<file path="src/rtl/memdec_pkg.sv">
package memdec_pkg;
    parameter int ADDR_W   = 20;
    parameter int DEV_CNT  = 8;
    parameter int DEV_LOG2 = 12;

    localparam int SEL_W  = $clog2(DEV_CNT);
    localparam int IDX_W  = SEL_W + 1;
    localparam int TAG_LO = DEV_LOG2 + SEL_W;
    localparam int TAG_W  = ADDR_W - TAG_LO;

    typedef struct packed {
        logic             hit;
        logic [SEL_W-1:0] sel;
    } dec_t;

    typedef enum logic [1:0] {
        ACC_IDLE  = 2'd0,
        ACC_READ  = 2'd1,
        ACC_WRITE = 2'd2,
        ACC_CLASH = 2'd3
    } acc_e;

    // True when the tag field of the address is all ones (top-of-memory window)
    function automatic logic tag_match(input logic [ADDR_W-1:0] a);
        return &a[ADDR_W-1:TAG_LO];
    endfunction

    function automatic acc_e classify(input logic rd_n, input logic wr_n);
        case ({rd_n, wr_n})
            2'b01:   return ACC_READ;
            2'b10:   return ACC_WRITE;
            2'b00:   return ACC_CLASH;
            default: return ACC_IDLE;
        endcase
    endfunction
endpackage

</file>
<file path="src/rtl/memdec_window.sv">
module memdec_window
    import memdec_pkg::*;
(
    input  logic [ADDR_W-1:0] addr_i,
    input  logic              mem_io_i,
    output dec_t              dec_o
);
    always_comb begin
        dec_o.hit = mem_io_i && tag_match(addr_i);
        dec_o.sel = addr_i[TAG_LO-1:DEV_LOG2];
    end
endmodule

</file>
<file path="src/rtl/memdec_onehot.sv">
module memdec_onehot
    import memdec_pkg::*;
(
    input  dec_t               dec_i,
    output logic [DEV_CNT-1:0] ce_n_o,
    output logic               any_o
);
    for (genvar k = 0; k < DEV_CNT; k++) begin : g_ce
        assign ce_n_o[k] = !(dec_i.hit && (dec_i.sel == SEL_W'(k)));
    end
    assign any_o = ~&ce_n_o;
endmodule

</file>
<file path="src/rtl/memdec_strobe.sv">
module memdec_strobe
    import memdec_pkg::*;
(
    input  logic rd_n_i,
    input  logic wr_n_i,
    input  logic sel_i,
    output logic oe_n_o,
    output logic we_n_o
);
    acc_e kind;

    always_comb begin
        kind   = classify(rd_n_i, wr_n_i);
        oe_n_o = 1'b1;
        we_n_o = 1'b1;
        if (sel_i) begin
            unique case (kind)
                ACC_READ:  oe_n_o = 1'b0;
                ACC_WRITE: we_n_o = 1'b0;
                default: begin
                    oe_n_o = 1'b1;
                    we_n_o = 1'b1;
                end
            endcase
        end
    end
endmodule

</file>
<file path="src/rtl/memdec_top.sv">
module memdec_top
    import memdec_pkg::*;
(
    input  logic [ADDR_W-1:0]   addr_i,
    input  logic                mem_io_i,
    input  logic                rd_n_i,
    input  logic                wr_n_i,
    output logic [DEV_CNT-1:0]  ce_n_o,
    output logic                oe_n_o,
    output logic                we_n_o,
    output logic [DEV_LOG2-1:0] dev_addr_o,
    output logic [IDX_W-1:0]    hit_idx_o,
    output logic                hit_vld_o
);
    dec_t dec;
    logic any_sel;

    memdec_window u_win (
        .addr_i   (addr_i),
        .mem_io_i (mem_io_i),
        .dec_o    (dec)
    );

    memdec_onehot u_oh (
        .dec_i  (dec),
        .ce_n_o (ce_n_o),
        .any_o  (any_sel)
    );

    memdec_strobe u_stb (
        .rd_n_i (rd_n_i),
        .wr_n_i (wr_n_i),
        .sel_i  (any_sel),
        .oe_n_o (oe_n_o),
        .we_n_o (we_n_o)
    );

    assign dev_addr_o = addr_i[DEV_LOG2-1:0];
    assign hit_vld_o  = any_sel;
    assign hit_idx_o  = any_sel ? {1'b0, dec.sel} : '0;
endmodule

</file>
<file path="config.mk">
export PLATFORM = sky130hd
export DESIGN_NAME = memdec_top
export DESIGN_NICKNAME = d
export VERILOG_FILES = /design/src/rtl/memdec_pkg.sv /design/src/rtl/memdec_window.sv /design/src/rtl/memdec_onehot.sv /design/src/rtl/memdec_strobe.sv /design/src/rtl/memdec_top.sv
export SDC_FILE = /design/constraint.sdc
export NUM_CORES = 1
export LEC_CHECK = 0
export BUFFER_PORTS_ARGS = -buffer_cell sky130_fd_sc_hd__clkbuf_2
export CORE_AREA = 2 2 39 41
export DETAILED_ROUTE_END_ITERATION = 8
export DIE_AREA = 0 0 41 43
export MAX_ROUTING_LAYER = met4
export PLACE_DENSITY = 0.75
export SLEW_MARGIN = 15
export SYNTH_ARGS = -nofsm -noshare
export SYNTH_HDL_FRONTEND = slang
export SYNTH_SLANG_ARGS = --single-unit
export TNS_END_PERCENT = 20
</file>
<file path="constraint.sdc">
create_clock -name vclk -period 0.84
set_input_delay 0.168 -clock vclk [all_inputs]
set_output_delay 0.168 -clock vclk [all_outputs]
set_load 0.01 [all_outputs]
</file>
==> impl_metrics.tcl <==
set metrics [dict create \
    crit_cells 4 \
    synth_compound_area_share_pct 0 \
    core_area_um2 1384 \
    synth_seq_area_share_pct 0 \
    postCtsHoldBufs 0 \
    path_cells "buf_6, and4_4, and3_4, buf_6" \
    cpPeakStageDelay_ns 0.26 \
    wl_per_cell_um 10.98 \
    powerDensity_nw_per_um2 258.9 \
    synth.top_cells.by_count "13 x buf_4, 6 x nand3_1" \
    min_period_ns 0.9447 \
    syn_area_um2 251.5 \
    worstHoldPathType "in2out" \
    rsz0062_at_grt "yes" \
    leakagePower_nw 0.1742 \
    grt_pass1_vias 236 \
    post-place-ws_ns -0.1909 \
    endpoint_kind "primary output" \
    worstPathArrival_ns 0.78 \
    crit_top_cell "buf_6" \
    violations "setup timing" \
    synth-xor-area-share_pct 0 \
    synthMuxAreaShare_pct 0 \
    ios 50 \
    critPathMaxFanout 7 \
    gr-usage-all-layers_pct 7.779 \
    initial_core_util_pct 18.17 \
    synth_cells 36 \
    antenna_found_initial 0 \
    grt_max_degree 8 \
    critical_path_required_ns 0.67 \
    synth_top_area_share_pct 38.81 \
    yosysMostFrequentCell "buf_4" \
    drc 0 \
    slowest_stage "and4_4" \
    seq_area_um2 0 \
    synthSimpleGateAreaFrac_pct 55.22 \
    cp_top_family "simple AND/OR/NAND/NOR gates" \
    routed_wl_um 725 \
    die_x_um 41 \
    synth_top_family_by_area "simple AND/OR/NAND/NOR gates" \
    antenna_left 0 \
    viasPerCell 4.500 \
    timing.final.ws_setup_ns -0.1047 \
    area_growth_pct 49.75 \
    synth.net_count 59 \
    hpwl_um 546.4 \
    grt_pass1_wl_um 986 \
    fp-row-count 14 \
    routabilityCongestion 0.5869 \
    crit_path_start_kind "input pin" \
    critPathKind "in2out" \
    grt.overflow.total 0 \
    antennaDiodeCount 0 \
    design.seq.count 0 \
    slew_viol_final 0 \
    num_vias 297 \
    die_h_um 43 \
    synth_warnings 0 \
    cap_violations 0 \
    synth_cell_types 14 \
    synth_area_per_cell_um2 6.986 \
    period_share_pct 112.5 \
    first_pass_iters 1 \
    synthAdderAreaFrac_pct 0 \
    final_cell_area_um2 376.6 \
    synth_area_leaders "buf_4 39%, nand3_1 12%, nand4b_1 7.0%" \
    whs_ns 0.3360 \
    dieArea_um2 1763 \
    ir_drop_mv 0.05726 \
    placed_area_um2 302.8 \
    layout-drive-gt1-share_pct 74.00 \
    finalHoldViolations 0 \
    synth_top_cell_by_area "buf_4" \
    n_clock_buffer 0 \
    status "finished with violations" \
    min_path_cells 0 \
    post_cts.repair.setup_buffers 0 \
    critPathBufInv 2 \
    fmax_mhz 1059 \
    setup_viol 14 \
    first_iter_violations 0 \
    final_nets 75 \
    io_buffers 25 \
]
==> logic make-up after synthesis <==
group	Yosys count
and+or+nand+nor	21
buffers and inverters	14
other	1
==> worst paths after layout <==
check	startpoint	endpoint	slack (ns)
hold / removal	addr_i[3]	dev_addr_o[3]	0.34
setup / recovery	addr_i[19]	hit_idx_o[2]	-0.10
==> layer usage <==
layer | track usage (%) | part of all wire, %
met1 | 9.177 | 37
met2 | 14.06 | 54
met3 | 0 | 8.0
met4 | 1.333 | 0.69
met5 | - | 0
==> repair_timing <==
item / CTS / global route
pin swaps: 5 / 1
setup endpoints to repair: 14 / 14
cloned: 1 / 0
resized for setup: 4 / 14
==> power breakdown <==
part | internal (W) | total [W] | switching [W]
Sequential | 0 | 0 | 0
Clock | 0 | 0 | 0
Combinational | 0.0000563 | 0.0000975 | 0.0000412
==> final cells by class <==
type	instances	area [um^2]
fill	156	1007
multi-input combinational	23	172.7
tap	16	20.02
timing repair buffer	27	183.9
==> placed cells by master (no fill, tap or decap) <==
master / n
buf_6: 7
and3_4: 3
and2_2: 2
conb_1: 1
nor2b_1: 1
clkbuf_2: 18
nor2_1: 1
nand4b_1: 2
buf_4: 2
nand3_1: 6
nand4_1: 2
and2_4: 1
nor2b_2: 1
and4_4: 2
and3b_2: 1
==> through the flow <==
step | power (W) | utilization, % | TNS, ns | instances
2_1_floorplan | 0.00009141 | - | 0 | 36
3_3_place_gp | 0.00006918 | 21.88 | -1.574 | 65
3_5_place_dp | 0.00007120 | 21.88 | -1.717 | 65
4_1_cts | 0.00007892 | 23.60 | -1.580 | 66
5_1_grt | 0.0001061 | 27.22 | -1.406 | 66
6_report | 0.00009752 | 27.22 | -0.9113 | 66
No activity file was read; power rests on OpenSTA's default activity.
